**src/rtl/ring_pkg.sv**
```systemverilog
package ring_pkg;
  localparam int PEND_W   = 15;
  localparam int RIDX_W   = 13;
  localparam int SIZE_W   = RIDX_W + 1;
  localparam int ADDR_W   = 3;
  localparam int DATA_W   = 32;
  localparam int MAX_RING = 1 << RIDX_W;

  localparam logic [ADDR_W-1:0] SEL_SIZE   = 3'd0;
  localparam logic [ADDR_W-1:0] SEL_WIDTH  = 3'd1;
  localparam logic [ADDR_W-1:0] SEL_ADD    = 3'd2;
  localparam logic [ADDR_W-1:0] SEL_RETIRE = 3'd3;
  localparam logic [ADDR_W-1:0] SEL_HALT   = 3'd4;

  localparam logic [DATA_W-1:0] WIDTH_NARROW = 32'd1;
  localparam logic [DATA_W-1:0] WIDTH_WIDE   = 32'd7;

  // Advance an index by n places, wrapping at size. Valid when idx < size and n <= size.
  function automatic logic [RIDX_W-1:0] ring_advance(input logic [RIDX_W-1:0] idx,
                                                     input logic [PEND_W-1:0] n,
                                                     input logic [SIZE_W-1:0] size);
    logic [PEND_W:0] sum;
    sum = (PEND_W+1)'(idx) + (PEND_W+1)'(n);
    if (sum >= (PEND_W+1)'(size)) sum = sum - (PEND_W+1)'(size);
    return sum[RIDX_W-1:0];
  endfunction

  // Build the done-status word from the pending count and the retire index.
  function automatic logic [DATA_W-1:0] pack_done(input logic [PEND_W-1:0] pend,
                                                  input logic [RIDX_W-1:0] idx);
    return {3'b000, idx, 1'b0, pend};
  endfunction
endpackage

```
**src/rtl/ring_cfg.sv**
```systemverilog
module ring_cfg
  import ring_pkg::*;
#(
  parameter int DEF_RING = 1024
) (
  input  logic              clk,
  input  logic              rst_n,
  input  logic              cfg_we,
  input  logic [ADDR_W-1:0] cfg_sel,
  input  logic [DATA_W-1:0] cfg_data,
  output logic              engine_on,
  output logic [SIZE_W-1:0] ring_sz,
  output logic              desc_wide
);
  logic [SIZE_W-1:0] stage_sz;
  logic              halted;
  logic [SIZE_W-1:0] size_val;
  logic              size_ok;

  assign size_val  = cfg_data[SIZE_W-1:0];
  assign size_ok   = (size_val != '0) && (size_val <= SIZE_W'(MAX_RING));
  assign engine_on = !halted;

  always_ff @(posedge clk or negedge rst_n) begin
    if (!rst_n) begin
      halted    <= 1'b1;
      stage_sz  <= SIZE_W'(DEF_RING);
      ring_sz   <= SIZE_W'(DEF_RING);
      desc_wide <= 1'b0;
    end else begin
      if (halted) ring_sz <= stage_sz;
      if (cfg_we && cfg_sel == SEL_SIZE && size_ok) stage_sz <= size_val;
      if (cfg_we && cfg_sel == SEL_WIDTH) begin
        if (cfg_data == WIDTH_NARROW)    desc_wide <= 1'b0;
        else if (cfg_data == WIDTH_WIDE) desc_wide <= 1'b1;
      end
      if (cfg_we && cfg_sel == SEL_HALT) halted <= cfg_data[0];
    end
  end
endmodule

```
**src/rtl/ring_fetch.sv**
```systemverilog
module ring_fetch
  import ring_pkg::*;
(
  input  logic              clk,
  input  logic              rst_n,
  input  logic              engine_on,
  input  logic [SIZE_W-1:0] ring_sz,
  input  logic              add_wr,
  input  logic [PEND_W-1:0] add_n,
  input  logic              eng_done,
  output logic              fetch_valid,
  output logic [RIDX_W-1:0] fetch_idx,
  output logic              take
);
  logic [PEND_W-1:0] avail;
  logic [PEND_W-1:0] avail_nxt;
  logic [RIDX_W-1:0] idx_nxt;

  assign fetch_valid = engine_on && (avail != '0);
  assign take        = eng_done && fetch_valid;
  assign idx_nxt     = ring_advance(fetch_idx, PEND_W'(1), ring_sz);

  always_comb begin
    avail_nxt = avail;
    if (add_wr) avail_nxt = avail_nxt + add_n;
    if (take)   avail_nxt = avail_nxt - PEND_W'(1);
  end

  always_ff @(posedge clk or negedge rst_n) begin
    if (!rst_n) begin
      avail     <= '0;
      fetch_idx <= '0;
    end else begin
      avail <= avail_nxt;
      if (take) fetch_idx <= idx_nxt;
    end
  end
endmodule

```
**src/rtl/ring_retire.sv**
```systemverilog
module ring_retire
  import ring_pkg::*;
(
  input  logic              clk,
  input  logic              rst_n,
  input  logic [SIZE_W-1:0] ring_sz,
  input  logic              take,
  input  logic              ret_wr,
  input  logic [PEND_W-1:0] ret_n,
  output logic [PEND_W-1:0] pend,
  output logic [RIDX_W-1:0] rd_idx,
  output logic              err
);
  logic              over;
  logic [PEND_W-1:0] ret_amt;
  logic [PEND_W-1:0] pend_nxt;
  logic [RIDX_W-1:0] rd_nxt;

  assign over     = ret_wr && (ret_n > pend);
  assign ret_amt  = !ret_wr ? '0 : (over ? pend : ret_n);
  assign pend_nxt = pend - ret_amt + PEND_W'(take);
  assign rd_nxt   = ring_advance(rd_idx, ret_amt, ring_sz);

  always_ff @(posedge clk or negedge rst_n) begin
    if (!rst_n) begin
      pend   <= '0;
      rd_idx <= '0;
      err    <= 1'b0;
    end else begin
      pend   <= pend_nxt;
      rd_idx <= rd_nxt;
      if (over) err <= 1'b1;
    end
  end
endmodule

```
**src/rtl/desc_ring_tracker.sv**
```systemverilog
module desc_ring_tracker
  import ring_pkg::*;
#(
  parameter int DEF_RING = 1024
) (
  input  logic              clk,
  input  logic              rst_n,
  input  logic              reg_we,
  input  logic [ADDR_W-1:0] reg_addr,
  input  logic [DATA_W-1:0] reg_wdata,
  input  logic              eng_done,
  output logic              fetch_valid,
  output logic [RIDX_W-1:0] fetch_idx,
  output logic [DATA_W-1:0] done_status,
  output logic              desc_wide,
  output logic              engine_on,
  output logic              dealloc_err
);
  logic [SIZE_W-1:0] ring_sz;
  logic              add_wr;
  logic              ret_wr;
  logic [PEND_W-1:0] wr_count;
  logic              take;
  logic [PEND_W-1:0] pend;
  logic [RIDX_W-1:0] rd_idx;

  assign add_wr   = reg_we && reg_addr == SEL_ADD;
  assign ret_wr   = reg_we && reg_addr == SEL_RETIRE;
  assign wr_count = reg_wdata[PEND_W-1:0];

  ring_cfg #(.DEF_RING(DEF_RING)) u_cfg (
    .clk(clk), .rst_n(rst_n), .cfg_we(reg_we), .cfg_sel(reg_addr), .cfg_data(reg_wdata),
    .engine_on(engine_on), .ring_sz(ring_sz), .desc_wide(desc_wide)
  );

  ring_fetch u_fetch (
    .clk(clk), .rst_n(rst_n), .engine_on(engine_on), .ring_sz(ring_sz),
    .add_wr(add_wr), .add_n(wr_count), .eng_done(eng_done),
    .fetch_valid(fetch_valid), .fetch_idx(fetch_idx), .take(take)
  );

  ring_retire u_retire (
    .clk(clk), .rst_n(rst_n), .ring_sz(ring_sz), .take(take),
    .ret_wr(ret_wr), .ret_n(wr_count),
    .pend(pend), .rd_idx(rd_idx), .err(dealloc_err)
  );

  assign done_status = pack_done(pend, rd_idx);
endmodule

```
**config.mk**
```make
export PLATFORM = sky130hd
export DESIGN_NAME = desc_ring_tracker
export DESIGN_NICKNAME = d
export VERILOG_FILES = /design/src/rtl/ring_pkg.sv /design/src/rtl/ring_cfg.sv /design/src/rtl/ring_fetch.sv /design/src/rtl/ring_retire.sv /design/src/rtl/desc_ring_tracker.sv
export SDC_FILE = /design/constraint.sdc
export NUM_CORES = 1
export LEC_CHECK = 0
export BUFFER_PORTS_ARGS = -buffer_cell sky130_fd_sc_hd__buf_4
export CORE_ASPECT_RATIO = 0.9
export CORE_MARGIN = 2
export CORE_UTILIZATION = 50
export CTS_CLUSTER_DIAMETER = 120
export DETAILED_ROUTE_END_ITERATION = 16
export PLACE_DENSITY = 0.8
export SLEW_MARGIN = 5
export SYNTH_ARGS = -nofsm -noshare
export SYNTH_HDL_FRONTEND = slang
export SYNTH_SLANG_ARGS = --single-unit
```
**constraint.sdc**
```tcl
create_clock -name clk -period 7.1 [get_ports clk]
set_input_delay 0.355 -clock clk [delete_from_list [all_inputs] [get_ports clk]]
set_output_delay 0.355 -clock clk [all_outputs]
set_load 0.005 [all_outputs]
```
======== After elaboration in Yosys (flattened, before gate mapping) ========
Cells that the tools add are included.
operators by class
  $add $sub $neg .......................... 8
  $lt $le $gt $ge ......................... 4
  equal/unequal tests ..................... 6
  muxes and demuxes ....................... 8
  reductions and logical operators ........ 16
operator list
  cell                                                  number
  2-to-1 mux 15 bit                                     4
  equality test 32 x 1 -> 1 bit, second input constant  1
  equality test 32 x 3 -> 1 bit, second input constant  1
  2-to-1 mux 13 bit                                     2
  subtractor 13 bit                                     2
  adder 13 x 15 -> 16 bit                               1
  greater-or-equal comparator 16 x 14 -> 1 bit          1
  adder 15 x 1 -> 15 bit                                1
  adder 15 bit                                          1
  > comparator 15 bit                                   1
  nonzero test 15 bit                                   1
  subtractor 15 x 1 -> 15 bit, second input constant    1
  subtractor 15 bit                                     1
  adder 13 x 1 -> 14 bit, second input constant         1
  greater-or-equal comparator 14 bit                    1
  <= comparator 14 bit, second input constant           1
  nonzero test 14 bit                                   1
  logical AND 1 bit                                     10
  equality test 3 x 2 -> 1 bit, second input constant   2
  equality test 3 x 1 -> 1 bit, second input constant   1
  equality test 3 bit, second input constant            1
  zero test 3 bit                                       1
  2-to-1 mux 1 bit                                      2
  AND reduction 2 bit                                   1
  other kinds (2)                                       2
storage, ports and cells
  flip-flop bits (word level) ............. 87
  bits of input ports ..................... 39
  output and inout port bits .............. 49
  word-level logic and storage cells ...... 51

======== Logic depth before layout (Yosys ltp) ========
Gate-level depths: netlist of the first run.
  depth after elaboration ................. 8
  mapped depth ............................ 30

======== Hierarchy ========
From an unflattened synthesis of the first run, not the netlist that was laid out.
unflattened totals
  cell total of the unflattened synthesis .. 880
  area total of the unflattened synthesis .. 8045.2 µm²
modules (own cells, without submodules)
  module             times used  cells an instance  area an instance (µm²)
  ring_retire        1           412                3646.0
  ring_fetch         1           360                3007.9
  ring_cfg           1           101                1333.8
  desc_ring_tracker  1           7                  57.6

======== Least setup slack after synthesis of the first run ========
OpenSTA, ideal clock, no wires.
  path kind ............................... register to register
  from .................................... register u_retire.pend[7]
  to ...................................... register u_retire.rd_idx[10]
  library setup time ...................... 0.125 ns
  arrival ................................. 5.339 ns
  required time ........................... 6.975 ns
  path slack .............................. 1.636 ns
  cell stages (with the launch flop) ...... 27
  cell sequence ........................... dfrtp_1 > inv_1 > ha_1 > o21a_1 > o211ai_1 > a21o_1 > inv_1 > and2_4 > o21ai_2 > clkbuf_1 > o21ai_0 > ha_1 > fa_1 > a21o_1 > a21oi_1 > o21ai_0 > a31oi_1 > xnor2_1 > ha_1 > a21o_1 > a21oi_1 > o21a_1 > o21a_1 > nand2_1 > o31ai_4 > buf_12 > mux2_4
between the ends
  longest elaborated chain between the ends .. 7
  elaborated cells between the ends (all ways) .. 8
  classes of those cells .................. 2 x add/sub; 2 x order compare; 3 x mux; 1 x reduce/logical
RTL lines
  item                                                                                      RTL line           text
  start: declaration                                                                        ring_retire.sv:10  output logic [PEND_W-1:0] pend,
  start signal: assignment                                                                  ring_retire.sv:30  pend <= pend_nxt;
  > comparator 15 bit                                                                       ring_retire.sv:19  assign over = ret_wr && (ret_n > pend);
  logical AND 1 bit                                                                         ring_retire.sv:19
  2-to-1 mux 15 bit (*) (2 in a row)                                                        ring_retire.sv:20  assign ret_amt = !ret_wr ? '0 : (over ? pend : ret_n);
  adder 13 x 15 -> 16 bit (*)                                                               ring_pkg.sv:23     sum = (PEND_W+1)'(idx) + (PEND_W+1)'(n);
  subtractor 13 bit / greater-or-equal comparator 16 x 14 -> 1 bit (equally long branches)  ring_pkg.sv:24     if (sum >= (PEND_W+1)'(size)) sum = sum - (PEND_W+1)'(size);
  2-to-1 mux 13 bit (*)                                                                     ring_pkg.sv:24
  via u_retire.rd_nxt[10]                                                                   ring_retire.sv:17  logic [RIDX_W-1:0] rd_nxt;
  end signal: assignment                                                                    ring_retire.sv:31  rd_idx <= rd_nxt;
  end: declaration                                                                          ring_retire.sv:11  output logic [RIDX_W-1:0] rd_idx,
Mark *: on every way through the listed nets, which the timed path passes. The rest lies on a longest branch.
A chain may end at the register's enable or synchronous reset.

======== Final worst setup path of the first run ========
  from .................................... register u_retire.pend[4]
  to ...................................... register u_retire.rd_idx[1]
Same word-level chain as after synthesis.

==> results.cfg, run 1 <==
[placement]
place.gp.congestion = 0.9155
place_inst = 1117
hpwl_um = 14880
numPortBuffers = 83

[final_layout]
layout-drive-gt1-share_pct = 18.13
final_util_pct = 57.92
antenna_cells = 0
final_cell_mix = ha_1, buf_4, dfrtp_1
fin_cells = 1134
layout_commonest_cell = ha_1
areaGrowthSynthToFinish_pct = 14.19
num-fill-cells = 1350
final_net_count = 1071

[floorplanning]
rows = 43
die_h_um = 122.3
core_area_sq_um = 15330
die_w_um = 135.5
dieArea_sq_um = 16570
ios = 88
start_util_pct = 50.72

[global_route]
grt_max_degree = 63
grt_usage_pct = 24.18
overflow = 0
antenna_found_initial = 0
grt_pass1_wl_um = 31430
grt_pass1_vias = 6273

[pwr]
p_leak_nw = 4.219
power.density_nw_per_um2 = 526.8
peakVddDrop_mv = 0.2457
total_power_mw = 4.679

[yosys]
avgSynthCellArea_sq_um = 9.172
synth-edff-count = 0
synth_cell_type_count = 74
synthCells = 848
synth_ff_type = dfrtp_1
netlist_area_sq_um = 7777
synth.top_cell.area_share_pct = 27.03
ys_warn_count = 0
synth_area_leader_cell = dfrtp_1
synth-seq-area-share_pct = 28.04
netlist_top_cells_area = dfrtp_1, ha_1, xnor2_1, a21oi_1, xor2_1
synth-seq-cells = 87
ys_async_sr_fraction_pct = 100.0

[sta]
slew_viol_final = 0
setup_viol = 0
skew_ns = 0.01059
finalCritPeriodShare_pct = 89.39
hold_ws_ns = 0.3002
fmax_mhz = 157.6
max_slew_margin_pct = 46.99
worst_pin_slew_ns = 0.7951
hold_violations = 0
final.min_clock_period_ns = 6.347
rsz0062_at_grt = no
final.setup.tns_ns = 0

[setup_path]
crit_path_end_kind = flop
crit_arrival_ns = 6.59
crit_type = flop to flop
worst_ep_required_time_ns = 7.34
cp-start-kind = flop
critPathMaxFanout = 16

[detailed_routing]
postRouteAntennaNets = 0
route.vias.total = 6613
via_per_inst = 5.832
dr.pass1.iters = 5
wire_per_inst_um = 16.87
drt_drc_violations_left = 0
drt_iter0_markers = 381
drt_wl_total_um = 19130

[clock_tree]
postCtsSetupRepairBufs = 0
cts-root-buf = clkbuf_16
cts_hold_buf = 1
htree_levels = 3
clockBufferDepth = 2
clock_latency_ns = 0.36
cts_buffers = 9
cts_resized = 0
cts_tree = done
clock-sinks = 87
clkTransAtPathRegs_ns = 0.07

[run]
drv_cap = 0

[min_path]
hold_class = input port to flop

[outcome]
status = complete, no violations
==> registers in the layout (all words and copies together) (netlist names) <==
name and cells:
u_cfg.desc_wide 1, u_cfg.halted 1, u_cfg.ring_sz 14, u_cfg.stage_sz 14, u_fetch.avail 15, u_fetch.fetch_idx 13, u_retire.err 1, u_retire.pend 15
u_retire.rd_idx 13
==> per-stage QoR <==
| stage | worst slack (ns) | instance area, sq um |
|---|---|---|
| 2_1_floorplan | 1.636 | 7789 |
| 4_1_cts | 0.8811 | 8881 |
| 3_5_place_dp | 0.9021 | 8551 |
| 6_report | 0.7535 | 8881 |
| 3_3_place_gp | 1.132 | 8551 |
| 5_1_grt | 0.3142 | 8881 |
==> per-layer routing <==
metal	global-route usage [%]	vias up	wire length, um
met5	0	-	0
met4	8.008	0	448
met3	4.833	38	993
met2	38.93	190	8844
met1	32.79	3178	8841
li1	-	3207	-
==> power breakdown <==
group / switching (mW) / total [mW] / leakage, nW / internal, mW
logic: 1.64 / 3.19 / 3.03 / 1.55
clock network: 0.216 / 0.526 / 0.156 / 0.310
registers: 0.227 / 0.964 / 1.03 / 0.737
total: 2.09 / 4.68 / 4.22 / 2.59
==> worst paths after layout <==
check	startpoint	to	slack, ns	cells after the start
max reg2reg	u_retire.pend[4]$_DFF_PN0_	u_retire.rd_idx[1]$_DFF_PN0_	0.75	26
min reg2reg	u_cfg.stage_sz[0]$_DFFE_PN0P_	u_cfg.stage_sz[0]$_DFFE_PN0P_	0.48	2
min in group asynchronous	rst_n	u_retire.rd_idx[12]$_DFF_PN0_	0.45	2
max	u_retire.pend[4]$_DFF_PN0_	u_retire.rd_idx[1]$_DFF_PN0_	0.75	26
min	reg_wdata[7]	u_cfg.stage_sz[7]$_DFFE_PN0P_	0.30	2
max in group asynchronous	rst_n	u_fetch.fetch_idx[7]$_DFFE_PN0P_	5.53	3
==> area by class of cell <==
| class | count | area (sq um) | area share [%] |
|---|---|---|---|
| sequential | 87 | 2181 | 24.56 |
| clock inverter | 7 | 95.09 | 1.071 |
| timing repair buffer | 87 | 655.6 | 7.382 |
| multi-input combinational | 682 | 5246 | 59.07 |
| inverter | 60 | 225.2 | 2.536 |
| clock buffer | 9 | 225.2 | 2.536 |
| tap | 202 | 252.7 | 2.846 |
==> synth_stat cells, types with 10 or more instances <==
| cell type | instances |
|---|---|
| a21boi_0 | 14 |
| nand2b_1 | 18 |
| nand3_1 | 36 |
| mux2_2 | 19 |
| or3_1 | 10 |
| nor4_1 | 12 |
| inv_1 | 60 |
| nand2_1 | 44 |
| nor3_1 | 17 |
| a21oi_1 | 66 |
| nor2_1 | 36 |
| a21o_1 | 22 |
| xor2_1 | 34 |
| xnor2_1 | 49 |
| o21ai_0 | 50 |
| clkbuf_1 | 10 |
| dfrtp_1 | 84 |
| and3_1 | 14 |
| ha_1 | 100 |
| nand4_1 | 11 |
| o21a_1 | 11 |
==> cells by family after synthesis <==
logic type                 Yosys count  synth area share [%]
AOI/OAI and AO/OA                  219                 18.61
xor gates and xnor gates            85                 9.765
adders and majority gates          105                 17.37
buffers and inverters               82                 4.649
DFF                                 87                 28.04
muxes                               37                 5.647
other                                1               0.04822
and+or+nand+nor                    232                 15.86
==> critical path, stage by stage, from the launching register on <==
cell       delay [ns]
dfrtp_1          0.40
inv_1            0.06
ha_1             0.29
a21oi_1          0.18
nor2b_1          0.07
o21ai_0          0.18
o2111ai_1        0.23
and2_4           0.23
o21ai_2          0.55
o21ai_0          0.23
ha_1             0.25
fa_1             0.42
a21o_1           0.19
a21oi_1          0.29
o21bai_1         0.11
a21oi_1          0.19
xnor2_1          0.18
ha_1             0.36
o21ai_0          0.31
nand2b_1         0.17
nand2_1          0.10
o21a_1           0.16
o21a_1           0.18
nand2_1          0.09
o31ai_4          0.18
buf_4            0.28
mux2_2           0.37
Power figures use the tool's default switching activity.
==> inputs of run 2 (changes only) <==
Settings changed: ABC_AREA from default to 1, CTS_CLUSTER_SIZE from default to 14.
==> run 2 against run 1 <==
  * Non-clock buffer count fell by 1
  * Wire length rose by 11%
  * Setup slack improved by 0.39 ns
  * Sequential share of layout area fell by 0.91 points
  * Sequential cell count did not move
  * Global-route usage rose by 0.60 points
  * Synthesized cell count rose by 32%
  * Cell area rose by 3.9%
  * Critical path type unchanged
  * Largest power group unchanged
==> results.cfg, run 2 <==
[run]
drv_cap = 0

[detailed_routing]
dr.pass1.iters = 7
postRouteAntennaNets = 0
wire_per_inst_um = 15.09
route.vias.total = 7615
drt_iter0_markers = 492
via_per_inst = 5.420
drt_wl_total_um = 21210
drt_drc_violations_left = 0

[final_layout]
areaGrowthSynthToFinish_pct = 13.38
final_cell_mix = nand2_1, inv_1, ha_1
layout-drive-gt1-share_pct = 12.02
num-fill-cells = 1515
largestRegisters = u_fetch.avail: 15 flops, u_retire.pend: 15 flops
final_util_pct = 57.58
fin_cells = 1405
layout_commonest_cell = nand2_1
antenna_cells = 0
stdcell_area_sq_um = 9224
final_net_count = 1337

[sta]
finalCritPeriodShare_pct = 83.84
max_slew_margin_pct = 37.41
fmax_mhz = 168.0
rsz0062_at_grt = no
slew_viol_final = 0
final.setup.tns_ns = 0
hold_violations = 0
worst_pin_slew_ns = 0.9389
skew_ns = 0.01097
final.min_clock_period_ns = 5.952
setup_viol = 0

[yosys]
netlist_top_cells_area = dfrtp_1, ha_1, nand2_1, inv_1, o21ai_0
synthTopCellsByCount = nand2_1, inv_1, ha_1, o21ai_0, dfrtp_1
netlist_area_sq_um = 8135
avgSynthCellArea_sq_um = 7.283
ys_warn_count = 0
synth-seq-cells = 87
synth.top_cell.area_share_pct = 25.84
synth_top_family_by_area = simple AND/OR/NAND/NOR gates
synth_compound_area_share_pct = 14.35
ys_async_sr_fraction_pct = 100.0
synth_area_leader_cell = dfrtp_1
synth_ff_type = dfrtp_1
synth-seq-area-share_pct = 26.81
synth-edff-count = 0
yosysMostFrequentCell = nand2_1
synthSimpleGateAreaFrac_pct = 25.42
muxShareOfSynthArea_pct = 0.2461
synth_cell_type_count = 54
synthCells = 1117
synthAdderAreaFrac_pct = 16.61
synth-xor-area-share_pct = 7.536

[clock_tree]
clockBufferDepth = 2
htree_levels = 3
cts_resized = 0
clkTransAtPathRegs_ns = 0.07
clock-sinks = 87
clock_latency_ns = 0.36
postCtsSetupRepairBufs = 0
cts_tree = done
cts-root-buf = clkbuf_16
cts_buffers = 9

[global_route]
met3_usage_pct = 4.328
antenna_found_initial = 0
grt_usage_pct = 24.78
grt_max_degree = 75
grt_use_met2_pct = 40.74
grt.met1_usage_pct = 32.87
grt_pass1_wl_um = 35090
grt_pass1_vias = 7262
overflow = 0
grt.busiest_layer = met2

[placement]
placed_cell_area_sq_um = 8916
hpwl_um = 17140
place_inst = 1388
place.gp.congestion = 0.9649
numPortBuffers = 83

[floorplanning]
dieArea_sq_um = 17310
die_w_um = 138.5
rows = 44
start_util_pct = 50.78
ios = 88
core_area_sq_um = 16020
die_h_um = 125.0

[pwr]
peakVddDrop_mv = 0.3274
p_leak_nw = 4.701
total_power_mw = 4.677
power.density_nw_per_um2 = 507.1

[setup_path]
worst_ep_required_time_ns = 7.35
critPathTopFamily = simple AND/OR/NAND/NOR gates
cpMostUsedCell = nand2_1
slowest_stage = nand2_1
crit_arrival_ns = 6.20
crit_type = flop to flop
path_buf_inv = 1
critPathMaxFanout = 29
critPathMaxStageDelay_ns = 0.59
cp-start-kind = flop
crit_path_end_kind = flop

[min_path]
hold_class = input port to flop

[outcome]
status = complete, no violations
run 2: worst paths after layout:
check,slack (ns),cells after the start,endpoint,startpoint
max reg2reg,1.15,26,u_retire.rd_idx[5]$_DFF_PN0_,u_retire.pend[14]$_DFF_PN0_
min in group asynchronous,0.38,2,u_fetch.fetch_idx[10]$_DFFE_PN0P_,rst_n
max in group asynchronous,5.54,3,u_cfg.stage_sz[1]$_DFFE_PN0P_,rst_n
min reg2reg,0.48,2,u_cfg.ring_sz[11]$_DFFE_PN0P_,u_cfg.stage_sz[11]$_DFFE_PN0P_
min,0.30,3,u_cfg.halted$_DFFE_PN1P_,reg_addr[2]
max,1.15,26,u_retire.rd_idx[5]$_DFF_PN0_,u_retire.pend[14]$_DFF_PN0_
run 2: kinds of logic (layout without fill, tap and decap cells):
| group | Yosys count | count (layout) |
|---|---|---|
| AOI/OAI and AO/OA | 211 | 211 |
| muxes | 2 | 2 |
| other | 1 | 4 |
| adders and majority gates | 105 | 105 |
| DFF | 87 | 87 |
| buffers and inverters | 184 | 262 |
| and+or+nand+nor | 457 | 457 |
| xor gates and xnor gates | 70 | 70 |
run 2: layer usage:
metal,wire length (um),vias to the layer above
met1,9581,3446
li1,-,3857
met5,0,-
met4,620,0
met3,1229,48
met2,9775,264
run 2: final cells by class:
type                       instances  area [sq um]  area share (%)
tap                              207         259.0           2.808
inverter                         160         603.1           6.538
sequential                        87          2181           23.64
multi-input combinational        849          5235           56.76
clock buffer                       9         225.2           2.442
clock inverter                     7         72.57          0.7868
timing repair buffer              86         648.1           7.027
run 2: worst register-to-register path, stage by stage, from the launching register on:
cell      delay [ns]
dfrtp_1         0.44
inv_1           0.07
ha_1            0.29
nand2_1         0.10
nor3b_1         0.27
a31oi_2         0.15
nand2_1         0.59
o21ai_0         0.25
ha_1            0.42
nand2_1         0.11
o21ai_0         0.20
a21oi_1         0.09
o21ai_0         0.28
nand2_1         0.09
nand2_1         0.08
xor2_1          0.27
ha_1            0.34
a21oi_1         0.25
nor2_1          0.06
a211oi_1        0.16
o21ai_1         0.13
nand2_1         0.07
nand2_1         0.06
a21oi_2         0.50
nand3_2         0.35
nand2_1         0.17
nand2_1         0.06
run 2: timing repair:
item,CTS,global route
setup endpoints to repair,0,0
hold buffers,1,0
hold endpoints to repair,13,0
run 2: power breakdown:
| group | internal (mW) | switching (mW) | total (mW) |
|---|---|---|---|
| combinational | 1.31 | 1.93 | 3.25 |
| sequential | 0.733 | 0.214 | 0.948 |
| clock | 0.249 | 0.235 | 0.484 |
run 2: stage by stage:
step | setup WS, ns | hold WS (ns)
floorplan | 2.453 | 0.05941
global placement | 1.505 | 0.2242
detailed placement | 1.338 | 0.2250
CTS | 1.276 | 0.2934
global route | 0.6092 | 0.3168
finish | 1.148 | 0.3042
==> inputs of run 3 (changes only) <==
Clock period 7.1 ns to 6 ns, I/O delays scaled along.
==> run 3 against run 2 <==
  * Maximum frequency rose by 9.4%
  * Setup slack worse by 0.59 ns
  * Highest routed layer unchanged
  * Critical path type unchanged
  * Register-to-register slack worse by 0.59 ns
  * Critical endpoint is now u_retire.rd_idx[6]$_DFF_PN0_
==> results.cfg, run 3 (synthesis results as in run 2) <==
[clock_tree]
clock_latency_ns = 0.37
htree_levels = 3
postCtsSetupRepairBufs = 0
cts-root-buf = clkbuf_16
cts_tree = done
clkTransAtPathRegs_ns = 0.08
cts_buffers = 9
clock-sinks = 87
clockBufferDepth = 2

[global_route]
overflow = 0
antenna_found_initial = 0
grt_pass1_vias = 7219
grt_pass1_wl_um = 34730
grt_max_degree = 66
grt_usage_pct = 24.71

[floorplanning]
die_h_um = 125.0
rows = 44
start_util_pct = 50.78
dieArea_sq_um = 17310
die_w_um = 138.5
core_area_sq_um = 16020
ios = 88

[detailed_routing]
postRouteAntennaNets = 0
drt_drc_violations_left = 0
drt_wl_total_um = 21310
dr.pass1.iters = 5
route.vias.total = 7691
drt_iter0_markers = 579
via_per_inst = 5.470
wire_per_inst_um = 15.16

[sta]
final.setup.tns_ns = 0
hold_violations = 0
layout_setup_ws_ns = 0.5595
hold_ws_ns = 0.2382
slew_viol_final = 0
setup_viol = 0
max_slew_margin_pct = 40.82
skew_ns = 0.007255
worst_pin_slew_ns = 0.8878
finalCritPeriodShare_pct = 90.68
rsz0062_at_grt = no
final.min_clock_period_ns = 5.441
fmax_mhz = 183.8

[placement]
place_inst = 1389
place.gp.congestion = 0.9255
numPortBuffers = 83
pre_cts_slack_ns = 0.3904
hpwl_um = 17170
placed_cell_area_sq_um = 8924

[pwr]
power.density_nw_per_um2 = 602.9
p_leak_nw = 4.710
peakVddDrop_mv = 0.4491

[final_layout]
layout-drive-gt1-share_pct = 12.18
multi_input_area_sq_um = 5238
largestRegisters = u_fetch.avail: 15 flops, u_retire.pend: 15 flops
stdcell_area_sq_um = 9235
layout_commonest_cell = nand2_1
num-fill-cells = 1483
fin_cells = 1406
final_cell_mix = nand2_1, inv_1, ha_1
antenna_cells = 0
final_net_count = 1338
seq_area_sq_um = 2181
areaGrowthSynthToFinish_pct = 13.52

[setup_path]
cp-start-kind = flop
crit_path_end_kind = flop
crit_arrival_ns = 5.69
reg2reg_to = u_retire.rd_idx[6]$_DFF_PN0_
critPathMaxFanout = 29
worst_ep_required_time_ns = 6.25
r2r.worst_path.cells = 27
timing.rr.start = u_retire.pend[14]$_DFF_PN0_
crit_type = flop to flop
r2r_slack_ns = 0.56

[run]
drv_cap = 0

[outcome]
status = complete, no violations

[min_path]
hold_class = input port to flop
hp-start = reg_wdata[12]
min_to = u_cfg.stage_sz[12]$_DFFE_PN0P_
hold_path_depth = 3
[run 3: what timing repair did]
item	CTS	global route
endpoints found under the setup margin	0	13
hold endpoints to repair	22	0
gates resized for setup	0	2
hold buffers	1	0
[run 3: stage by stage]
step	utilization [%]	total power [mW]
final	57.65	5.568
after global routing	57.65	6.137
after CTS	57.63	5.539
after detailed placement	55.70	4.928
after global placement	55.70	4.852
after floorplan	-	3.930
[run 3: layer usage]
layer / wire length, um / up-vias / GRT usage (%) / share of wire [%]
met4: 459 / 0 / 7.203 / 2.2
met1: 9824 / 3551 / 33.20 / 46
met3: 1233 / 41 / 5.247 / 5.8
li1: - / 3859 / - / -
met5: 0 / - / 0 / 0
met2: 9794 / 240 / 40.45 / 46
[run 3: area by class of cell]
type,instances,share of cell area (%)
multi-input combinational,849,56.71
tap,207,2.804
clock inverter,7,0.7993
clock buffer,9,2.439
inverter,160,6.530
sequential,87,23.61
timing repair buffer,87,7.099
[run 3: report_power, final]
group / switching [mW] / internal (mW)
clock network: 0.290 / 0.295
registers: 0.244 / 0.868
logic: 2.31 / 1.56
total: 2.84 / 2.73
[run 3: worst max path at each step]
stage | endpoint | startpoint | slack (ns)
2_1_floorplan | u_retire.rd_idx[3]$_DFF_PN0_ | u_retire.pend[14]$_DFF_PN0_ | 1.35
3_3_place_gp | u_retire.rd_idx[9]$_DFF_PN0_ | reg_wdata[6] | 0.48
3_5_place_dp | u_retire.rd_idx[6]$_DFF_PN0_ | u_retire.pend[14]$_DFF_PN0_ | 0.39
4_1_cts | u_retire.rd_idx[6]$_DFF_PN0_ | u_retire.pend[14]$_DFF_PN0_ | 0.38
5_1_grt | u_retire.rd_idx[2]$_DFF_PN0_ | u_retire.pend[14]$_DFF_PN0_ | 0.06
6_report | u_retire.rd_idx[6]$_DFF_PN0_ | u_retire.pend[14]$_DFF_PN0_ | 0.56
[run 3: worst max-delay path, stage by stage, from the launching register on]
cell,delay (ns)
dfrtp_1,0.41
inv_1,0.07
ha_1,0.30
nand2_1,0.12
o21ai_0,0.21
a21oi_1,0.06
nand2_1,0.13
nand2_2,0.29
o21ai_0,0.41
ha_1,0.35
a21oi_1,0.21
o21ai_0,0.11
a21oi_1,0.20
o21ai_0,0.17
nand2_1,0.09
nand2_1,0.06
xor2_1,0.25
ha_1,0.34
a21oi_1,0.22
nor2_1,0.06
a211oi_1,0.21
o21ai_1,0.16
nand2_1,0.08
nand2_1,0.06
a21oi_2,0.27
nand3_2,0.28
nand2_1,0.14
nand2_1,0.07
